## src/rtl/rstctl_pkg.sv

```systemverilog
package rstctl_pkg;
  localparam int unsigned BUS_W   = 32;
  localparam int unsigned CAUSE_W = 12;
  localparam int unsigned LOCK_W  = 2;
  localparam logic [15:0] SWRST_KEY = 16'hA5A5;

  // flag positions in the cause word
  localparam int unsigned F_POR    = 0;
  localparam int unsigned F_PIN    = 1;
  localparam int unsigned F_WD     = 2;
  localparam int unsigned F_NMIWD  = 3;
  localparam int unsigned F_SEC    = 8;
  localparam int unsigned F_SWCPU  = 10;
  localparam int unsigned F_SWEXT  = 11;
  localparam int unsigned F_PINLVL = 30;
  localparam int unsigned F_DBG    = 31;

  localparam logic [CAUSE_W-1:0] CAUSE_IMPL = 12'hD0F;
  localparam logic [CAUSE_W-1:0] CAUSE_INIT = 12'h003;

  function automatic logic [BUS_W-1:0] lane_bits(input logic [3:0] be);
    return {{8{be[3]}}, {8{be[2]}}, {8{be[1]}}, {8{be[0]}}};
  endfunction
endpackage

```

## src/rtl/rstctl_cause.sv

```systemverilog
module rstctl_cause #(
  parameter int unsigned WIDTH = 12,
  parameter logic [WIDTH-1:0] IMPL = '1,
  parameter logic [WIDTH-1:0] INIT = '0
) (
  input  logic             clk,
  input  logic             por,
  input  logic [WIDTH-1:0] set_i,
  input  logic [WIDTH-1:0] clr_i,
  output logic [WIDTH-1:0] flags_o
);
  for (genvar i = 0; i < WIDTH; i++) begin : g_flag
    if (IMPL[i]) begin : g_impl
      logic flag_q;
      always_ff @(posedge clk) begin
        if (por) flag_q <= INIT[i];
        else     flag_q <= (flag_q & ~clr_i[i]) | set_i[i];
      end
      assign flags_o[i] = flag_q;
    end else begin : g_tie
      assign flags_o[i] = 1'b0;
    end
  end
endmodule

```

## src/rtl/rstctl_swreset.sv

```systemverilog
module rstctl_swreset #(
  parameter int unsigned PULSE_LEN = 512,
  parameter logic [15:0] KEY = 16'hA5A5
) (
  input  logic        clk,
  input  logic        por,
  input  logic        wr_i,
  input  logic        full_i,
  input  logic [15:0] key_i,
  input  logic [1:0]  cmd_i,
  output logic        cpu_req_o,
  output logic        ext_rst_n_o,
  output logic        cpu_fire_o,
  output logic        ext_fire_o
);
  localparam int unsigned CNT_W = $clog2(PULSE_LEN + 1);

  logic [CNT_W-1:0] cnt_q, cnt_d;
  logic             key_ok;

  assign key_ok     = wr_i && full_i && (key_i == KEY);
  assign cpu_fire_o = key_ok && cmd_i[0];
  assign ext_fire_o = key_ok && cmd_i[1] && (cnt_q == '0);

  always_comb begin
    if (ext_fire_o)         cnt_d = CNT_W'(PULSE_LEN);
    else if (cnt_q != '0)   cnt_d = cnt_q - 1'b1;
    else                    cnt_d = cnt_q;
  end

  always_ff @(posedge clk) begin
    if (por) begin
      cnt_q       <= '0;
      cpu_req_o   <= 1'b0;
      ext_rst_n_o <= 1'b1;
    end else begin
      cnt_q       <= cnt_d;
      cpu_req_o   <= cpu_fire_o;
      ext_rst_n_o <= (cnt_d == '0);
    end
  end
endmodule

```

## src/rtl/rstctl_lock.sv

```systemverilog
module rstctl_lock #(
  parameter int unsigned WIDTH = 2
) (
  input  logic             clk,
  input  logic             rst,
  input  logic             wr_i,
  input  logic [WIDTH-1:0] set_i,
  output logic [WIDTH-1:0] lock_o
);
  always_ff @(posedge clk) begin
    if (rst)       lock_o <= '0;
    else if (wr_i) lock_o <= lock_o | set_i;
  end
endmodule

```

## src/rtl/rstctl_top.sv

```systemverilog
module rstctl_top
  import rstctl_pkg::*;
#(
  parameter int unsigned ADDR_W     = 4,
  parameter int unsigned PULSE_LEN  = 512,
  parameter int unsigned LOCK_ADDR  = 0,
  parameter int unsigned SWRST_ADDR = 1,
  parameter int unsigned CLR_ADDR   = 2,
  parameter int unsigned CAUSE_ADDR = 3
) (
  input  logic              clk,
  input  logic              por,
  input  logic              rst,
  input  logic              bus_wr,
  input  logic              bus_rd,
  input  logic [ADDR_W-1:0] bus_addr,
  input  logic [3:0]        bus_be,
  input  logic [31:0]       bus_wdata,
  output logic [31:0]       bus_rdata,
  input  logic              evt_pin,
  input  logic              evt_wd,
  input  logic              evt_nmiwd,
  input  logic              evt_sec,
  input  logic              pin_level,
  input  logic              dbg_conn,
  output logic              cpu_rst_req,
  output logic              ext_rst_n,
  output logic              lock_all,
  output logic              lock_patch
);
  logic hit_lock, hit_swrst, hit_clr, hit_cause;
  assign hit_lock  = (bus_addr == ADDR_W'(LOCK_ADDR));
  assign hit_swrst = (bus_addr == ADDR_W'(SWRST_ADDR));
  assign hit_clr   = (bus_addr == ADDR_W'(CLR_ADDR));
  assign hit_cause = (bus_addr == ADDR_W'(CAUSE_ADDR));

  logic [CAUSE_W-1:0] clr_lanes;
  logic [LOCK_W-1:0]  lock_lanes;
  assign clr_lanes  = CAUSE_W'(lane_bits(bus_be));
  assign lock_lanes = LOCK_W'(lane_bits(bus_be));

  logic unused_wbits;
  assign unused_wbits = ^bus_wdata[15:CAUSE_W];

  // software reset requests
  logic sw_cpu_fire, sw_ext_fire;
  rstctl_swreset #(
    .PULSE_LEN (PULSE_LEN),
    .KEY       (SWRST_KEY)
  ) i_swreset (
    .clk         (clk),
    .por         (por),
    .wr_i        (bus_wr && hit_swrst),
    .full_i      (bus_be == 4'hF),
    .key_i       (bus_wdata[31:16]),
    .cmd_i       (bus_wdata[1:0]),
    .cpu_req_o   (cpu_rst_req),
    .ext_rst_n_o (ext_rst_n),
    .cpu_fire_o  (sw_cpu_fire),
    .ext_fire_o  (sw_ext_fire)
  );

  // sticky cause flags
  logic [CAUSE_W-1:0] cause_set, cause_clr, cause_flags;
  always_comb begin
    cause_set          = '0;
    cause_set[F_PIN]   = evt_pin;
    cause_set[F_WD]    = evt_wd;
    cause_set[F_NMIWD] = evt_nmiwd;
    cause_set[F_SEC]   = evt_sec;
    cause_set[F_SWCPU] = sw_cpu_fire;
    cause_set[F_SWEXT] = sw_ext_fire;
  end
  assign cause_clr = (bus_wr && hit_clr) ? (bus_wdata[CAUSE_W-1:0] & clr_lanes) : '0;

  rstctl_cause #(
    .WIDTH (CAUSE_W),
    .IMPL  (CAUSE_IMPL),
    .INIT  (CAUSE_INIT)
  ) i_cause (
    .clk     (clk),
    .por     (por),
    .set_i   (cause_set),
    .clr_i   (cause_clr),
    .flags_o (cause_flags)
  );

  // set-only lock bits
  logic [LOCK_W-1:0] lock_bits;
  rstctl_lock #(
    .WIDTH (LOCK_W)
  ) i_lock (
    .clk    (clk),
    .rst    (rst || por),
    .wr_i   (bus_wr && hit_lock),
    .set_i  (bus_wdata[LOCK_W-1:0] & lock_lanes),
    .lock_o (lock_bits)
  );
  assign lock_all   = lock_bits[0];
  assign lock_patch = lock_bits[1];

  // read path
  logic [31:0] rd_word;
  always_comb begin
    rd_word = '0;
    if (hit_lock) begin
      rd_word[LOCK_W-1:0] = lock_bits;
    end else if (hit_cause) begin
      rd_word[CAUSE_W-1:0] = cause_flags;
      rd_word[F_PINLVL]    = pin_level;
      rd_word[F_DBG]       = dbg_conn;
    end
  end

  always_ff @(posedge clk) begin
    if (por)         bus_rdata <= '0;
    else if (bus_rd) bus_rdata <= rd_word;
    else             bus_rdata <= '0;
  end
endmodule

```

## config.mk

```make
export PLATFORM = sky130hd
export DESIGN_NAME = rstctl_top
export DESIGN_NICKNAME = d
export VERILOG_FILES = /design/src/rtl/rstctl_pkg.sv /design/src/rtl/rstctl_cause.sv /design/src/rtl/rstctl_swreset.sv /design/src/rtl/rstctl_lock.sv /design/src/rtl/rstctl_top.sv
export SDC_FILE = /design/constraint.sdc
export NUM_CORES = 1
export LEC_CHECK = 0
export BUFFER_PORTS_ARGS = -buffer_cell sky130_fd_sc_hd__buf_2
export CAP_MARGIN = 20
export CORE_MARGIN = 2
export CORE_UTILIZATION = 42
export DETAILED_ROUTE_END_ITERATION = 8
export HOLD_SLACK_MARGIN = 0.08
export PLACE_DENSITY = 0.72
export SETUP_SLACK_MARGIN = 0.2
export SLEW_MARGIN = 20
export SYNTH_ARGS = -nofsm -noshare
export SYNTH_HDL_FRONTEND = slang
export SYNTH_HIERARCHICAL = 1
export SYNTH_SLANG_ARGS = --single-unit
```

## constraint.sdc

```tcl
create_clock -name clk -period 2.2 [get_ports clk]
set_clock_uncertainty 0.1 [all_clocks]
set_input_delay 0.33 -clock clk [delete_from_list [all_inputs] [get_ports clk]]
set_output_delay 0.33 -clock clk [all_outputs]
set_load 0.03 [all_outputs]
```

==> results of run 1 <==
-- sequential cells by signal, indices dropped and copies added (netlist names) --
register / flops
bus_rdata: 14
i_swreset/cnt_q: 10
i_cause/g_flag.g_impl.flag_q: 7
i_lock/lock_o: 2
i_swreset/cpu_req_o: 1
i_swreset/ext_rst_n_o: 1
-- per-stage QoR --
stage | cell area [um2] | total power [uW] | setup slack [ps]
2_1_floorplan | 2000 | 1420 | 502
3_3_place_gp | 2100 | 1540 | 255
3_5_place_dp | 2100 | 1550 | 202
4_1_cts | 2180 | 2010 | 347
5_1_grt | 2180 | 2160 | 257
6_report | 2180 | 2000 | 341
-- report_power, final --
group | internal (uW) | leakage [uW] | switching, uW
combinational | 333 | 0.000685 | 426
clock | 221 | 0.0000412 | 235
sequential | 703 | 0.000285 | 80.3
total | 1260 | 0.00101 | 741
-- placed cells by master (no fill, tap or decap), types with 2 or more instances in the layout --
cell       count
a21oi_1       12
a21oi_2        2
and2_1         2
buf_2         59
clkbuf_8       5
conb_1        24
dfxtp_1       35
inv_1         29
nand2_1        5
nand2b_4       5
nand3_1        7
nand3b_1       2
nand4_1        2
nand4bb_1      3
nor2_1        20
nor3_1        18
nor3_2         9
nor4_1         2
o21ai_0        5
or3b_2         4
xor2_1         2
-- final cells by class --
| cell class | count | area share |
|---|---|---|
| Clock buffer | 6 | 0.0332 |
| Clock inverter | 2 | 0.00573 |
| Sequential cell | 35 | 0.321 |
| Tap cell | 52 | 0.0298 |
| Inverter | 29 | 0.0499 |
| Multi-Input combinational cell | 146 | 0.422 |
| Timing Repair Buffer | 60 | 0.139 |
-- routing by layer --
layer  up-vias  GRT usage  wire length, um
li1        791          -                -
met1       692      0.192             1640
met2        60      0.260             1680
met3         7     0.0366              266
met4         0     0.0755               84
met5         -          0                0
-- worst register-to-register path, cell delays in order (launching register included) --
cell and delay [ps]:
dfxtp_1 330, inv_1 90, ha_1 180, or2b_2 350, o311a_2 330, o21ai_0 230
a41o_1 190
-- worst paths after layout --
kind                              startpoint                         endpoint  slack [ps]  cells past startpoint
max                       i_swreset/cnt_q[1]            i_swreset/ext_rst_n_o         340                      6
min                                  evt_pin  i_cause/g_flag[1].g_impl.flag_q         140                      3
max reg2reg               i_swreset/cnt_q[1]            i_swreset/ext_rst_n_o         340                      6
min reg2reg  i_cause/g_flag[0].g_impl.flag_q  i_cause/g_flag[0].g_impl.flag_q         370                      2
==> summary.md, run 1 <==
| Metric | Value |
|---|---|
| Max-slew headroom | `0.644` |
| Final core utilization | `0.498` |
| Drt pass-1 iters | `4` |
| Clock Pin Slew Worst Setup and Hold Paths | `70 ps` |
| Area of the multi-input gates | `921 um2` |
| Worst path top cell family by delay | `compound AO/OA/AOI/OAI gates` |
| Post-CTS Setup Repair Bufs | `0` |
| Number of diodes | `0` |
| WL/cell | `roughly 11 um` |
| Die Wd | `71.6 um` |
| Slew Viols, Final | `0` |
| Post-CTS sizing | `0` |
| Worst setup path category | `register to register` |
| Number of global-route vias before repair | `1,429` |
| Setup_tns | `0 ps` |
| CP startpoint kind | `register` |
| Power Density | `915 nW/um2` |
| CP bufs+invs | `1` |
| Max Cap Viol | `0` |
| Buffers on Ports | `about 60` |
| First-pass GRT wire length | `6270 um` |
| Largest stage delay, worst path | `350 ps` |
| Row cnt | `24` |
| Clk sinks | `35` |
| Maximum VDD drop | `just under 0.5 mV` |
| Worst-margin pin slew | `533 ps` |
| Root Buffer | `clkbuf_8` |
| Die Y | `71.6 um` |
| Core area | `4380 um2` |
| DRC | `0` |
| Vias/cell | `roughly 4.7` |
| Final Hold Viols | `0` |
| Initial antenna violation count | `0` |
| Final Critical Period | `approximately 1900 ps` |
| Avg Cell Area, Syn | `8.56 um2` |
| Worst Setup End Kind | `register` |
| Sequential Area | `~700 um2` |
| Hold WC Path Type | `primary input to register` |
| Die area | `about 5100 um2` |
| Gr usage total | `0.157` |
| Detailed Route Iter0 Violations | `20` |
| H-Tree Depth | `2` |
| CTS tree | `done` |
| Cells along the critical path | `inv_1, ha_1, or2b_2, o311a_2, o21ai_0, a41o_1` |
| Initial Util | `0.437` |
| Routed vias | `about 1,600` |
| Tcrit/Tclk final | `0.845` |
| CTS Buffer Depth | `2` |
| Layout cells sized above 1 | `0.345` |
| Leak | `0.00101 uW` |
| Total Wirelength | `3660 um` |
| Synth warn | `6` |
| Worst skew pair latency | `290 ps` |
| Dpl hpwl | `2850 um` |
| Layout net count | `329` |
| Largest net degree at the start of global routing | `22` |
| Dpl cells | `322` |
| Synth-to-layout area growth | `13.9%` |
| Cell Count, Final, Fillers Out | `330` |
| Cts hold-fix bufs | `0` |
| Fmax | `0.538 GHz` |
| GPL Wtd Cong | `~0.87` |
| CP max FO | `5` |
| Critical Path AT | `1990 ps` |
| Crit path required time | `~2300 ps` |
| Final ANT Viol Nets | `0` |
| Overflow after GRT | `0` |
| FILL cells | `454` |
| Final setup vio count | `0` |
| RSZ-0062 raised after global routing | `no` |
| Critical-path top delay cell | `or2b_2` |
| TritonCTS Buffers | `5` |
| Cells after synthesis | `between 200 and 250` |
| Status | `completed` |
| Min Hold Slack | `139 ps` |
| Ports | `slightly below 90` |
| Synth Cell Area | `between 1500 and 2000 um2` |
Power figures use the tool's default switching activity.
==> inputs of run 2 (changes only) <==
--- a/config.mk
+++ b/config.mk
@@ -11,7 +11,7 @@
 export CORE_UTILIZATION = 42
 export DETAILED_ROUTE_END_ITERATION = 8
 export HOLD_SLACK_MARGIN = 0.08
-export PLACE_DENSITY = 0.72
+export PLACE_DENSITY = 0.75
 export SETUP_SLACK_MARGIN = 0.2
 export SLEW_MARGIN = 20
 export SYNTH_ARGS = -nofsm -noshare
==> constraint.sdc (replaced) <==
create_clock -name clk -period 1.53 [get_ports clk]
set_clock_uncertainty 0.1 [all_clocks]
set_input_delay 0.2295 -clock clk [delete_from_list [all_inputs] [get_ports clk]]
set_output_delay 0.2295 -clock clk [all_outputs]
set_load 0.03 [all_outputs]
==> run 2 against run 1 <==
The run now ends with negative setup slack left. Non-clock buffer count up 42. Combinational power rose to 2.8 times the previous value. Sequential cell count unchanged. Power up 100%. Critical path type unchanged. Highest routed layer unchanged.
==> summary.md, run 2 (synthesized netlist as in run 1, its figures left out) <==
| Metric | Value |
|---|---|
| Root Buffer | `clkbuf_8` |
| Core area | `4380 um2 (unchanged)` |
| Final Critical Period | `1630 ps (-228 ps)` |
| Worst r2r path cells | `7 (+1)` |
| Number of global-route vias before repair | `1,527 (+6.9%)` |
| Cell Count, Final, Fillers Out | `372 (+13%)` |
| Power Density | `1490 nW/um2 (+63%)` |
| Worst slack at placement | `-353 ps (-555 ps)` |
| Row cnt | `24 (unchanged)` |
| Maximum VDD drop | `0.704 mV (+44%)` |
| Number of diodes | `0 (unchanged)` |
| CTS Buffer Depth | `2 (unchanged)` |
| Worst skew pair latency | `290 ps (about the same)` |
| Detailed Route Iter0 Violations | `53 (+170%)` |
| DRC | `0 (unchanged)` |
| Clock power share | `0.184 (-0.044)` |
| R2R Path Start | `i_swreset/cnt_q[0]` |
| Buffers on Ports | `59 (unchanged)` |
| Setup ws final | `-101 ps (-442 ps)` |
| Worst Setup End Kind | `register` |
| CP startpoint kind | `register` |
| Overflow after GRT | `0 (unchanged)` |
| TritonCTS Buffers | `5 (unchanged)` |
| Leak | `0.00125 uW (+24%)` |
| Layout net count | `371 (+13%)` |
| Clock Pin Slew Worst Setup and Hold Paths | `70 ps (about the same)` |
| Flop pwr share | `0.278 (-0.114)` |
| Largest net degree at the start of global routing | `21 (-4.5%)` |
| Most frequent cells in the layout | `buf_2, dfxtp_1, buf_4` |
| Fmax | `0.613 GHz (+14%)` |
| Logic pwr share | `0.538 (+0.158)` |
| Final core utilization | `0.612 (+0.114)` |
| CTS tree | `done` |
| Final Hold Viols | `0 (unchanged)` |
| Max Cap Viol | `0 (unchanged)` |
| FF-to-FF End | `i_swreset/ext_rst_n_o` |
| Final ANT Viol Nets | `0 (unchanged)` |
| Switching share of power | `0.351 (-0.0198)` |
| Die Wd | `71.6 um (unchanged)` |
| Most common cell after layout, fill and taps aside | `buf_2` |
| Layout cells sized above 1 | `0.491 (+0.145)` |
| Initial antenna violation count | `0 (unchanged)` |
| First-pass GRT wire length | `6830 um (+8.9%)` |
| Crit path required time | `1620 ps (-720 ps)` |
| Die area | `5120 um2 (unchanged)` |
| Status | `complete, but fails checks` |
| P_int | `2590 uW (+110%)` |
| Regs by FF count | `bus_rdata x14, i_swreset/cnt_q x10, i_cause/g_flag.g_impl.flag_q x7` |
| CP max FO | `5 (unchanged)` |
| Routed vias | `1,728 (+11%)` |
| H-Tree Depth | `2 (unchanged)` |
| GPL Wtd Cong | `0.797 (-8.1%)` |
| Switching power total | `1400 uW (+89%)` |
| Dpl cells | `350 (+8.7%)` |
| Slew Viols, Final | `0 (unchanged)` |
| Ports | `87 (unchanged)` |
| Die Y | `71.6 um (unchanged)` |
| WL/cell | `12.3 um (+11%)` |
| Placement Cell Area | `2330 um2 (+11%)` |
| Total Wirelength | `4580 um (+25%)` |
| Max reg flops | `14 (unchanged)` |
| Synth-to-layout area growth | `40.0%` |
| Failing checks | `negative setup slack` |
| Min-Delay Endpoint | `i_cause/g_flag[2].g_impl.flag_q` |
| Max-slew headroom | `0.631 (-0.0129)` |
| Reg with most FFs | `bus_rdata` |
| Clk sinks | `35 (unchanged)` |
| Design area | `2680 um2 (+23%)` |
| Final setup vio count | `3 (+3)` |
| R2r setup slk | `-100 ps (-440 ps)` |
| Setup_tns | `-155 ps (-155 ps)` |
| RSZ-0062 raised after global routing | `yes` |
| Worst-margin pin slew | `550 ps (+16.5 ps)` |
| Worst setup path category | `register to register` |
| Dpl hpwl | `3230 um (+13%)` |
| Vias/cell | `4.65 (-1.1%)` |
| Hold path cells | `3 (unchanged)` |
| Min-delay src | `evt_wd` |
| Gr usage total | `0.170 (+0.0133)` |
| Tcrit/Tclk final | `1.07 (+0.221)` |
| Drt pass-1 iters | `4 (unchanged)` |
| Hold WC Path Type | `primary input to register` |
| Initial Util | `0.437 (unchanged)` |
| Critical Path AT | `1720 ps (-270 ps)` |
-- run 2: changes by cell type in the layout (fill, tap and decap cells not counted), moves of 3 or more --
cell	previous run	this run
buf_4	1	30
buf_6	0	8
dlygate4sd3_1	0	5
dfxtp_1	35	31
dfxtp_2	0	3
inv_1	29	26
inv_2	0	3
nand3_1	7	4
nor2_1	20	17
nor3_1	18	15
nor3_2	9	12
-- run 2: worst max path at each step --
stage                                             to          startpoint  cells after the start
floorplan                      i_swreset/ext_rst_n_o  i_swreset/cnt_q[0]                      6
global route                   i_swreset/ext_rst_n_o  i_swreset/cnt_q[3]                      5
CTS                            i_swreset/ext_rst_n_o  i_swreset/cnt_q[1]                      6
global placement               i_swreset/ext_rst_n_o         bus_addr[3]                      7
detailed placement  i_cause/g_flag[11].g_impl.flag_q         bus_addr[3]                      8
finish                         i_swreset/ext_rst_n_o  i_swreset/cnt_q[0]                      7
-- run 2: per-stage QoR --
stage	hold WS (ps)	total power, uW
after detailed placement	329	2640
after floorplan	199	2110
after global placement	323	2610
after global routing	106	4230
final	91.4	4000
after CTS	83.6	3520
-- run 2: repair_timing --
action                     4_1_cts  5_1_grt
hold endpoints to repair         4        1
setup buffers                    3        6
setup endpoints to repair       14       17
hold buffers                     4        1
resized for setup                9       25
pin swaps                        6       16
-- run 2: final cells by class --
class	count	area [um2]
Fill cell	378	1700
Multi-Input combinational cell	146	1040
Sequential cell	35	708
Timing Repair Buffer	102	661
Inverter	29	109
Clock buffer	8	100
Tap cell	52	65.1
-- run 2: routing by layer --
layer  up-vias  wire (um)  track usage
met5         -          0            0
met2        70       2200        0.281
met4         0         91       0.0608
met1       770       1950        0.210
li1        877          -            -
met3        11        338       0.0534
-- run 2: critical path: stages, from the launching register on --
cell and delay, ps:
dfxtp_2 320, inv_2 70, ha_4 150, or2b_4 300, buf_6 130, a22oi_2 180
nor3_2 70, a41o_1 200
-- run 2: power groups by stage --
stage                     clock (uW)  combinational [uW]  sequential (uW)
final                            735                2150             1110
after global routing             784                2320             1120
after global placement             0                1500             1110
after floorplan                    0                 962             1150
after detailed placement           0                1520             1120
after CTS                        750                1660             1100
==> inputs of run 3 (changes only) <==
--- a/config.mk
+++ b/config.mk
@@ -6,13 +6,11 @@
 export NUM_CORES = 1
 export LEC_CHECK = 0
 export BUFFER_PORTS_ARGS = -buffer_cell sky130_fd_sc_hd__buf_2
-export CAP_MARGIN = 20
 export CORE_MARGIN = 2
 export CORE_UTILIZATION = 42
 export DETAILED_ROUTE_END_ITERATION = 8
 export HOLD_SLACK_MARGIN = 0.08
 export PLACE_DENSITY = 0.75
-export SETUP_SLACK_MARGIN = 0.2
 export SLEW_MARGIN = 20
 export SYNTH_ARGS = -nofsm -noshare
 export SYNTH_HDL_FRONTEND = slang
==> run 3 against run 2 <==
The run still ends with negative setup slack left. Highest routed layer unchanged. Critical path depth did not move. Critical path type unchanged. First-iteration DRC count rose by 26%. Sequential power barely moved.
==> summary.md, run 3 (synthesized netlist as in run 1, its figures left out) <==
| Metric | Value |
|---|---|
| Status | `complete, but fails checks` |
| Failing checks | `negative setup slack` |
| Most frequent cells in the layout | `buf_2, buf_4, dfxtp_1` |
| Largest net degree at the start of global routing | `21 (unchanged)` |
| Dpl cells | `348 (-0.57%)` |
| WL/cell | `12.0 um (-2.2%)` |
| Clock Pin Slew Worst Setup and Hold Paths | `70 ps (about the same)` |
| Initial antenna violation count | `0 (unchanged)` |
| FILL cells | `410 (+8.5%)` |
| Slew Viols, Final | `0 (unchanged)` |
| Final core utilization | `0.582 (-0.0303)` |
| Total Wirelength | `4390 um (-4.1%)` |
| Setup_tns | `-214 ps (-58.9 ps)` |
| Row cnt | `24 (unchanged)` |
| CP startpoint kind | `register` |
| Final ANT Viol Nets | `0 (unchanged)` |
| First-pass GRT wire length | `7020 um (+2.7%)` |
| Placement Cell Area | `2310 um2 (-0.86%)` |
| Layout cells sized above 1 | `0.457 (-0.0338)` |
| Core area | `4380 um2 (unchanged)` |
| Vias/cell | `4.66 (+0.38%)` |
| Max reg flops | `14 (unchanged)` |
| Critical Path AT | `1740 ps (+20 ps)` |
| Synth-to-layout area growth | `33.1%` |
| Routed vias | `1,702 (-1.5%)` |
| Crit path required time | `1620 ps (about the same)` |
| Root Buffer | `clkbuf_8` |
| Die area | `5120 um2 (unchanged)` |
| Die Y | `71.6 um (unchanged)` |
| Final Critical Period | `1660 ps (+25.3 ps)` |
| Die Wd | `71.6 um (unchanged)` |
| Max Cap Viol | `0 (unchanged)` |
| Dpl hpwl | `3200 um (-1.0%)` |
| Gr usage total | `0.178 (+0.00788)` |
| Fmax | `0.604 GHz (-1.5%)` |
| Overflow after GRT | `0 (unchanged)` |
| Cell Count, Final, Fillers Out | `365 (-1.9%)` |
| Maximum VDD drop | `0.888 mV (+26%)` |
| Ports | `87 (unchanged)` |
| Power Density | `1450 nW/um2 (-2.8%)` |
| DRC | `0 (unchanged)` |
| Final Hold Viols | `0 (unchanged)` |
| Final setup vio count | `3 (unchanged)` |
| H-Tree Depth | `2 (unchanged)` |
| CTS tree | `done` |
| Number of global-route vias before repair | `1,563 (+2.4%)` |
| Initial Util | `0.437 (unchanged)` |
| Number of diodes | `0 (unchanged)` |
| Drt pass-1 iters | `4 (unchanged)` |
| RSZ-0062 raised after global routing | `yes` |
| Worst Setup End Kind | `register` |
| CTS Buffer Depth | `2 (unchanged)` |
| GPL Wtd Cong | `0.817 (+2.5%)` |
| CP max FO | `5 (unchanged)` |
| Buffers on Ports | `59 (unchanged)` |
| Layout net count | `364 (-1.9%)` |
| TritonCTS Buffers | `5 (unchanged)` |
| Worst skew pair latency | `300 ps (about the same)` |
| Tcrit/Tclk final | `1.08 (+0.0165)` |
| Min Hold Slack | `84.1 ps (-7.28 ps)` |
| Leak | `0.00120 uW (-4.0%)` |
| Detailed Route Iter0 Violations | `67 (+26%)` |
| Reg with most FFs | `bus_rdata` |
| Regs by FF count | `bus_rdata x14, i_swreset/cnt_q x10, i_cause/g_flag.g_impl.flag_q x7` |
| Worst setup path category | `register to register` |
| Setup ws final | `-126 ps (-25.3 ps)` |
| Clk sinks | `35 (unchanged)` |
| Hold WC Path Type | `primary input to register` |
| Design area | `2550 um2 (-4.9%)` |
| Most common cell after layout, fill and taps aside | `buf_2` |
-- run 3: cell type report --
class                           count  area, um2  area share
Inverter                           29        109      0.0427
Sequential cell                    35        709       0.278
Tap cell                           52       65.1      0.0255
Multi-Input combinational cell    146        992       0.389
Clock buffer                        8        100      0.0392
Timing Repair Buffer               95        576       0.226
-- run 3: final timing paths --
kind	start	to	slack (ps)	cells past startpoint
max	i_swreset/cnt_q[1]	i_swreset/ext_rst_n_o	-130	7
min	evt_nmiwd	i_cause/g_flag[3].g_impl.flag_q	80	3
max reg2reg	i_swreset/cnt_q[1]	i_swreset/ext_rst_n_o	-130	7
min reg2reg	i_cause/g_flag[8].g_impl.flag_q	bus_rdata[8]	370	2
-- run 3: stage by stage --
stage	total power [uW]	worst slack, ps
finish	3690	-126
global route	3910	-178
CTS	3540	-101
detailed placement	2660	-229
global placement	2620	-228
floorplan	2100	-49.6
-- run 3: critical path, stage by stage (launching register included) --
cell and delay, ps:
dfxtp_2 340, inv_2 80, ha_4 150, or2b_4 300, buf_4 140, a22oi_2 150, nor3_2 60, a41o_1 230
-- run 3: layer usage --
| metal | wire [um] | GRT usage | part of all wire | up-vias |
|---|---|---|---|---|
| li1 | - | - | - | 862 |
| met1 | 1870 | 0.216 | 0.43 | 762 |
| met2 | 2070 | 0.299 | 0.47 | 70 |
| met3 | 355 | 0.0380 | 0.081 | 8 |
| met4 | 101 | 0.0881 | 0.023 | 0 |
| met5 | 0 | 0 | 0 | - |
-- run 3: repair_timing --
| action | 4_1_cts | 5_1_grt |
|---|---|---|
| endpoints found under the setup margin | 7 | 10 |
| pin swaps | 4 | 4 |
| resized for setup | 6 | 9 |
| hold buffers | 4 | 0 |
| setup buffers | 2 | 3 |
| endpoints found under the hold margin | 4 | 0 |
-- run 3: power breakdown --
group / internal [uW] / switching (uW) / total [uW]
registers: 1030 / 90.7 / 1120
clock network: 411 / 328 / 739
logic: 963 / 876 / 1840
